--- config.mk ---
export PLATFORM = sky130hd
export DESIGN_NAME = irq_route_collector
export DESIGN_NICKNAME = d
export VERILOG_FILES = /design/src/rtl/irc_pkg.sv /design/src/rtl/irc_rst_sync.sv /design/src/rtl/irc_regs.sv /design/src/rtl/irc_route.sv /design/src/rtl/irc_gate.sv /design/src/rtl/irq_route_collector.sv
export SDC_FILE = /design/constraint.sdc
export NUM_CORES = 1
export LEC_CHECK = 0
export CAP_MARGIN = 20
export CORE_MARGIN = 2
export CORE_UTILIZATION = 45
export DETAILED_ROUTE_END_ITERATION = 10
export GPL_TIMING_DRIVEN = 0
export HOLD_SLACK_MARGIN = 0.08
export PLACE_DENSITY = 0.69
export SYNTH_ARGS = -nofsm -noshare
export SYNTH_HDL_FRONTEND = slang
export SYNTH_SLANG_ARGS = --single-unit
--- constraint.sdc ---
create_clock -name clk -period 3.2 [get_ports clk]
set_clock_uncertainty 0.05 [all_clocks]
set_input_delay 0.48 -clock clk [delete_from_list [all_inputs] [get_ports clk]]
set_output_delay 0.48 -clock clk [all_outputs]
set_load 0.01 [all_outputs]
--- src/rtl/irc_pkg.sv ---
package irc_pkg;
  localparam int unsigned DATA_W  = 32;
  localparam int unsigned ROUTE_W = 3;
  localparam int unsigned N_CORE  = 4;
  localparam int unsigned N_HOST  = 2;
  localparam int unsigned N_TGT   = N_CORE + N_HOST;

  typedef logic [ROUTE_W-1:0] route_t;
  localparam route_t ROUTE_NONE = route_t'(7);

  // register word offsets
  localparam int unsigned OFS_SRC_EN = 0;
  localparam int unsigned OFS_TGT_EN = 1;
  localparam int unsigned OFS_CTRL   = 2;
  localparam int unsigned OFS_PEND   = 3;
  localparam int unsigned OFS_SW_SET = 4;
  localparam int unsigned OFS_SW_CLR = 5;
  localparam int unsigned OFS_ROUTE  = 32;
endpackage

--- src/rtl/irc_rst_sync.sv ---
module irc_rst_sync #(
  parameter int unsigned STAGES = 2
) (
  input  logic clk,
  input  logic rst_n,
  output logic rst_sync_n
);
  logic [STAGES-1:0] sync_q;

  always_ff @(posedge clk or negedge rst_n) begin
    if (!rst_n) sync_q <= '0;
    else        sync_q <= {sync_q[STAGES-2:0], 1'b1};
  end

  assign rst_sync_n = sync_q[STAGES-1];
endmodule

--- src/rtl/irc_regs.sv ---
module irc_regs
  import irc_pkg::*;
#(
  parameter int unsigned N_HW   = 12,
  parameter int unsigned N_SW   = 4,
  parameter int unsigned ADDR_W = 6
) (
  input  logic                          clk,
  input  logic                          rst_n,
  input  logic [N_HW-1:0]               hw_irq,
  input  logic                          wr,
  input  logic [ADDR_W-1:0]             addr,
  input  logic [DATA_W-1:0]             wdata,
  output logic [DATA_W-1:0]             rdata,
  output logic [N_HW+N_SW-1:0]          src_pend,
  output logic [N_HW+N_SW-1:0]          src_en,
  output route_t [N_HW+N_SW-1:0]        src_route,
  output logic [N_TGT-1:0]              tgt_en,
  output logic                          glob_en
);
  localparam int unsigned N_SRC = N_HW + N_SW;

  logic [N_HW-1:0]    hw_lvl_q;
  logic [N_SW-1:0]    sw_q, sw_d;
  logic [N_SRC-1:0]   en_q, en_d;
  route_t [N_SRC-1:0] route_q, route_d;
  logic [N_TGT-1:0]   tgt_q, tgt_d;
  logic               glob_q, glob_d;

  logic               we_en, we_tgt, we_ctl, we_set, we_clr;
  logic [N_SRC-1:0]   we_route;
  logic               unused_wbits;

  assign unused_wbits = ^wdata;

  // write decode
  always_comb begin
    we_en  = wr && (addr == ADDR_W'(OFS_SRC_EN));
    we_tgt = wr && (addr == ADDR_W'(OFS_TGT_EN));
    we_ctl = wr && (addr == ADDR_W'(OFS_CTRL));
    we_set = wr && (addr == ADDR_W'(OFS_SW_SET));
    we_clr = wr && (addr == ADDR_W'(OFS_SW_CLR));
    for (int k = 0; k < N_SRC; k++) begin
      we_route[k] = wr && (addr == ADDR_W'(OFS_ROUTE + k));
    end
  end

  // next state
  always_comb begin
    en_d   = we_en  ? wdata[N_SRC-1:0] : en_q;
    tgt_d  = we_tgt ? wdata[N_TGT-1:0] : tgt_q;
    glob_d = we_ctl ? wdata[0]         : glob_q;
    sw_d   = sw_q;
    if (we_set) sw_d = sw_d | wdata[N_SW-1:0];
    if (we_clr) sw_d = sw_d & ~wdata[N_SW-1:0];
    for (int k = 0; k < N_SRC; k++) begin
      route_d[k] = we_route[k] ? wdata[ROUTE_W-1:0] : route_q[k];
    end
  end

  // state registers
  always_ff @(posedge clk or negedge rst_n) begin
    if (!rst_n) begin
      hw_lvl_q <= '0;
      sw_q     <= '0;
      en_q     <= '0;
      tgt_q    <= '0;
      glob_q   <= 1'b0;
      route_q  <= {N_SRC{ROUTE_NONE}};
    end else begin
      hw_lvl_q <= hw_irq;
      if (we_set || we_clr) sw_q <= sw_d;
      if (we_en)            en_q <= en_d;
      if (we_tgt)           tgt_q <= tgt_d;
      if (we_ctl)           glob_q <= glob_d;
      if (|we_route)        route_q <= route_d;
    end
  end

  // read mux
  always_comb begin
    rdata = '0;
    if (addr == ADDR_W'(OFS_SRC_EN)) rdata[N_SRC-1:0] = en_q;
    if (addr == ADDR_W'(OFS_TGT_EN)) rdata[N_TGT-1:0] = tgt_q;
    if (addr == ADDR_W'(OFS_CTRL))   rdata[0]         = glob_q;
    if (addr == ADDR_W'(OFS_PEND))   rdata[N_SRC-1:0] = {sw_q, hw_lvl_q};
    if (addr == ADDR_W'(OFS_SW_SET)) rdata[N_SW-1:0]  = sw_q;
    for (int k = 0; k < N_SRC; k++) begin
      if (addr == ADDR_W'(OFS_ROUTE + k)) rdata[ROUTE_W-1:0] = route_q[k];
    end
  end

  assign src_pend  = {sw_q, hw_lvl_q};
  assign src_en    = en_q;
  assign src_route = route_q;
  assign tgt_en    = tgt_q;
  assign glob_en   = glob_q;

  logic alive_q;
  always_ff @(posedge clk or negedge rst_n) begin
    if (!rst_n) alive_q <= 1'b0;
    else        alive_q <= 1'b1;
  end

  // bits written as 1 to the set word are pending afterwards
  assert_sw_set_R6: assert property (@(posedge clk) disable iff (!rst_n)
    alive_q && $past(wr && addr == ADDR_W'(OFS_SW_SET))
      |-> ((sw_q & $past(wdata[N_SW-1:0])) == $past(wdata[N_SW-1:0])));

  // bits written as 1 to the clear word are gone afterwards
  assert_sw_clr_R6: assert property (@(posedge clk) disable iff (!rst_n)
    alive_q && $past(wr && addr == ADDR_W'(OFS_SW_CLR))
      |-> ((sw_q & $past(wdata[N_SW-1:0])) == '0));

  // software pending holds when neither word is written
  assert_sw_hold_R6: assert property (@(posedge clk) disable iff (!rst_n)
    alive_q && !$past(wr && (addr == ADDR_W'(OFS_SW_SET) || addr == ADDR_W'(OFS_SW_CLR)))
      |-> $stable(sw_q));
endmodule

--- src/rtl/irc_route.sv ---
module irc_route
  import irc_pkg::*;
#(
  parameter int unsigned N_SRC = 16
) (
  input  logic [N_SRC-1:0]   src_pend,
  input  logic [N_SRC-1:0]   src_en,
  input  route_t [N_SRC-1:0] src_route,
  output logic [N_TGT-1:0]   tgt_hit
);
  logic [N_TGT-1:0][N_SRC-1:0] sel_t;

  for (genvar s = 0; s < N_SRC; s++) begin : g_src
    logic live;
    assign live = src_pend[s] & src_en[s];
    for (genvar t = 0; t < N_TGT; t++) begin : g_tgt
      assign sel_t[t][s] = live && (src_route[s] == route_t'(t));
    end
  end

  for (genvar t = 0; t < N_TGT; t++) begin : g_or
    assign tgt_hit[t] = |sel_t[t];
  end
endmodule

--- src/rtl/irc_gate.sv ---
module irc_gate
  import irc_pkg::*;
(
  input  logic              clk,
  input  logic              rst_n,
  input  logic [N_TGT-1:0]  tgt_hit,
  input  logic [N_TGT-1:0]  tgt_en,
  input  logic              glob_en,
  output logic [N_CORE-1:0] core_irq,
  output logic [N_HOST-1:0] host_irq
);
  logic [N_TGT-1:0] allow, out_d, out_q;

  for (genvar t = 0; t < N_TGT; t++) begin : g_allow
    if (t < N_CORE) begin : g_core
      assign allow[t] = tgt_en[t] & glob_en;
    end else begin : g_host
      assign allow[t] = tgt_en[t];
    end
  end

  always_comb begin
    out_d = tgt_hit & allow;
  end

  always_ff @(posedge clk or negedge rst_n) begin
    if (!rst_n) out_q <= '0;
    else        out_q <= out_d;
  end

  assign core_irq = out_q[N_CORE-1:0];
  assign host_irq = out_q[N_TGT-1:N_CORE];

  logic alive_q;
  always_ff @(posedge clk or negedge rst_n) begin
    if (!rst_n) alive_q <= 1'b0;
    else        alive_q <= 1'b1;
  end

  // global enable off keeps every core line low
  assert_core_global_R5: assert property (@(posedge clk) disable iff (!rst_n)
    alive_q && !$past(glob_en) |-> (core_irq == '0));

  for (genvar t = 0; t < N_TGT; t++) begin : g_chk
    // a cleared target enable keeps its output low
    assert_tgt_mask_R4: assert property (@(posedge clk) disable iff (!rst_n)
      alive_q && !$past(tgt_en[t]) |-> !out_q[t]);
    // an output rises only when some live source is routed to it
    assert_out_source_R3: assert property (@(posedge clk) disable iff (!rst_n)
      alive_q && out_q[t] |-> $past(tgt_hit[t]));
  end
endmodule

--- src/rtl/irq_route_collector.sv ---
module irq_route_collector
  import irc_pkg::*;
#(
  parameter int unsigned N_HW   = 12,
  parameter int unsigned N_SW   = 4,
  parameter int unsigned ADDR_W = 6
) (
  input  logic              clk,
  input  logic              rst_n,
  input  logic [N_HW-1:0]   hw_irq,
  input  logic              reg_wr,
  input  logic [ADDR_W-1:0] reg_addr,
  input  logic [31:0]       reg_wdata,
  output logic [31:0]       reg_rdata,
  output logic [3:0]        core_irq,
  output logic [1:0]        host_irq
);
  localparam int unsigned N_SRC = N_HW + N_SW;

  logic               rst_int_n;
  logic [N_SRC-1:0]   src_pend, src_en;
  route_t [N_SRC-1:0] src_route;
  logic [N_TGT-1:0]   tgt_en, tgt_hit;
  logic               glob_en;

  irc_rst_sync #(.STAGES(2)) u_rst (
    .clk        (clk),
    .rst_n      (rst_n),
    .rst_sync_n (rst_int_n)
  );

  irc_regs #(.N_HW(N_HW), .N_SW(N_SW), .ADDR_W(ADDR_W)) u_regs (
    .clk       (clk),
    .rst_n     (rst_int_n),
    .hw_irq    (hw_irq),
    .wr        (reg_wr),
    .addr      (reg_addr),
    .wdata     (reg_wdata),
    .rdata     (reg_rdata),
    .src_pend  (src_pend),
    .src_en    (src_en),
    .src_route (src_route),
    .tgt_en    (tgt_en),
    .glob_en   (glob_en)
  );

  irc_route #(.N_SRC(N_SRC)) u_route (
    .src_pend  (src_pend),
    .src_en    (src_en),
    .src_route (src_route),
    .tgt_hit   (tgt_hit)
  );

  irc_gate u_gate (
    .clk      (clk),
    .rst_n    (rst_int_n),
    .tgt_hit  (tgt_hit),
    .tgt_en   (tgt_en),
    .glob_en  (glob_en),
    .core_irq (core_irq),
    .host_irq (host_irq)
  );
endmodule

==> impl_metrics.csv <==
group,metric,value,unit
logic_synthesis,yosysUniqueCellTypes,63,
worst_setup_path,worstSetupPathType,"in -> out",
logic_synthesis,synth-edff-count,0,
floorplanning,placementRows,40,
placement,placed_area,0.00647,sq mm
logic_synthesis,synth_cells,565,
finish,fill_cells,1120,
floorplanning,dieArea,0.0135,sq mm
finish,post-route-util,56.1,%
finish,area_delta_synth_final,20.5,%
clock_network,clk_pin_slew,0.07,ns
worst_setup_path,critical_path_peak_fanout,7,
worst_setup_path,crit_path_max_incr_delay,0.49,ns
worst_setup_path,arrival,2.61,ns
logic_synthesis,syn_avg_cell_area,10.0,sq um
clock_network,cts_hold_repair.buffers,0,
logic_synthesis,synthArstFlopShare,100,%
power,power.density,488,mW/mm^2
global_routing,grt_pass1_wl,32000,um
route,routedWlPerCell,26.7,um
global_routing,grt_use_met3,10.5,%
global_routing,first_global_vias,5000,
clock_network,cts_max_path_buffers,2,
clock_network,cts_made_buffers,9,
power,vdd_ir_drop_max,0.333,mV
clock_network,cts_setup_buffers,0,
placement,port_buffers,52,
floorplanning,ios,91,
worst_setup_path,path_cells,"clkdlybuf4s50_1 > or4b_1 > buf_2 > o31a_1 > o2bb2ai_1 > o22ai_2 > nand3_1 > clkdlybuf4s15_2",
clock_network,cts.htree.levels,3,
placement,gp_congestion,0.970,
power,p_leak,0.00291,uW
sta,slew_viol_final,0,
global_routing,grt_use_met2,52.1,%
clock_network,cts_tree,"done",
global_routing,grt_max_degree,50,
sta,relSlewSlack,40.9,%
sta,worstMarginPinSlew,0.864,ns
worst_setup_path,critPathBufInv,3,
worst_setup_path,crit_slowest_cell,"or4b_1",
floorplanning,start_util,46.6,%
outcome,outcome,"completed",
finish,fin_nets,695,
floorplanning,die_y,116,um
worst_setup_path,start_kind,"input pin",
clock_network,root_buffer,"clkbuf_16",
finish,antenna_cells,0,
power,power,3330,uW
logic_synthesis,seq_area_frac_synth,43.0,%
sta,fin_crit,3.14,ns
route,ant_nets,0,
sta,finalCritPeriodShare,98.3,%
clock_network,cts_num_sinks,95,
route,drt-pass1-iter-count,5,
sta,worst_slack,0.0556,ns
sta,finalSetupViolCount,0,
logic_synthesis,yosys_register_bits,95,
logic_synthesis,yosysTopAreaCell,"dfstp_2",
finish,multi_input_area,0.00300,sq mm
logic_synthesis,ys.flop_type,"dfstp_2",
global_routing,grt.overflow.total,0,
logic_synthesis,yosys-top-cells-area,"dfstp_2 22%, dfrtp_1 21%, mux2_2 14%, nor2_1 4.0%, a22oi_1 2.4%",
worst_setup_path,end_kind,"output port",
run,drv_cap,0,
route,via_per_inst,6.34,
sta,rsz0062_at_grt,"yes",
route,route.detailed.drc,0,
route,first_iter_violations,522,
logic_synthesis,synth_most_common_cell,"mux2_2",
sta,max_freq,318,MHz
worst_setup_path,worstPathRequired,2.67,ns
finish,fin_area,0.00682,sq mm
sta,fin_tns_setup,0,ns
global_routing,gr-max-usage-layer,"met2",
worst_setup_path,cp_top_family,"buffers and inverters",
placement,dp_hpwl,16300,um
logic_synthesis,synth_common_cells,"71 x mux2_2, 60 x nor2_1, 48 x dfstp_2",
route,vias,5170,
global_routing,grt_use_total,33.6,%
floorplanning,coreArea,0.0122,sq mm
finish,drive_gt1_share,28.9,%
worst_hold_path,hold_path_class,"in -> async",
floorplanning,fp.dieW,116,um
global_routing,antenna_found_initial,1,
route,totalWireLength,21700,um
clock_network,insertion_delay,0.37,ns
logic_synthesis,yosys_warnings,0,
logic_synthesis,synth_top_area_share,22.3,%
placement,pre_cts_slack,-0.690,ns
sta,finalHoldViolations,0,
finish,regArea,0.00244,sq mm
global_routing,grt_use_met1,44.7,%
logic_synthesis,syn_area,0.00566,sq mm
## worst register-to-register path, delay by kind of cell, from the launching register on
kind | cells | cell delay (ns)
compound gates | 3 | 1.45
flops | 1 | 0.60
simple gates | 2 | 0.38
## path summary, 6_finish.rpt
| kind | startpoint | end | slack, ns | cells past startpoint |
|---|---|---|---|---|
| max in group asynchronous | u_rst.sync_q[1]$_DFF_PN0_ | u_regs.src_route[12]$_DFFE_PN1P_ | 2.08 | 1 |
| min reg2reg | u_rst.sync_q[1]$_DFF_PN0_ | u_regs.hw_lvl_q[10]$_DFF_PN0_ | 0.29 | 0 |
| max | reg_addr[2] | reg_rdata[0] | 0.06 | 8 |
| max reg2reg | u_regs.src_route[40]$_DFFE_PN1P_ | u_gate.out_q[4]$_DFF_PN0_ | 0.54 | 5 |
| min | rst_n | u_rst.sync_q[1]$_DFF_PN0_ | 0.22 | 1 |
| min in group clk | u_rst.sync_q[0]$_DFF_PN0_ | u_rst.sync_q[1]$_DFF_PN0_ | 0.31 | 0 |
## cell usage in the layout (no fill, tap or decap), types with 18 or more instances in the layout
cell type / count
a21oi_1: 18
a22oi_1: 18
buf_4: 20
clkdlybuf4s50_1: 37
dfrtp_1: 46
dfstp_2: 48
mux2_2: 71
nand2_1: 36
nand3_1: 20
nor2_1: 59
nor4_1: 19
## logic make-up (layout without fill, tap and decap cells)
group	after synthesis	in the layout	synth area share (%)
buf+inv	64	131	5.77
compound gates	104	104	12.9
mux	83	83	16.7
other cells	2	17	0.133
simple gates	217	217	21.4
flops	95	95	43.0
## power by group
| group | internal (uW) | switching [uW] |
|---|---|---|
| registers | 1420 | 274 |
| logic | 275 | 317 |
| clock network | 530 | 512 |
## routing by layer
metal  wire length [um]  part of all wire (%)  vias up
met1               9170                    42     2571
li1                   -                     -     2260
met5                  0                     0        -
met4                751                   3.5        0
met3               1990                   9.2       60
met2               9810                    45      279
## state kept, by name, summed over array words and instances (netlist names), named ones only
name and count:
u_gate.out_q 6, u_regs.src_en 16, u_regs.src_route 48, u_regs.hw_lvl_q 12, u_regs.glob_en 1, u_rst.sync_q 2
u_regs.tgt_en 6
## stage by stage
step           hold WS, ns  instances
6_report             0.223        815
5_1_grt              0.222        815
4_1_cts              0.220        815
3_5_place_dp         0.304        801
3_3_place_gp         0.292        800
2_1_floorplan        0.134        580
## final cells by class
cell class | count | area share, %
Inverter | 16 | 0.880
Clock buffer | 10 | 3.36
Tap cell | 168 | 3.08
Timing Repair Buffer | 53 | 8.01
Clock inverter | 6 | 0.679
Multi-Input combinational cell | 421 | 43.9
Sequential cell | 95 | 35.8
Buffer | 46 | 4.31
## timing repair
item	in CTS	in global routing
gates resized for setup	33	16
pin swaps	0	1
cloned	0	0
setup endpoints to repair	16	10
(Power assumes the default switching activity.)
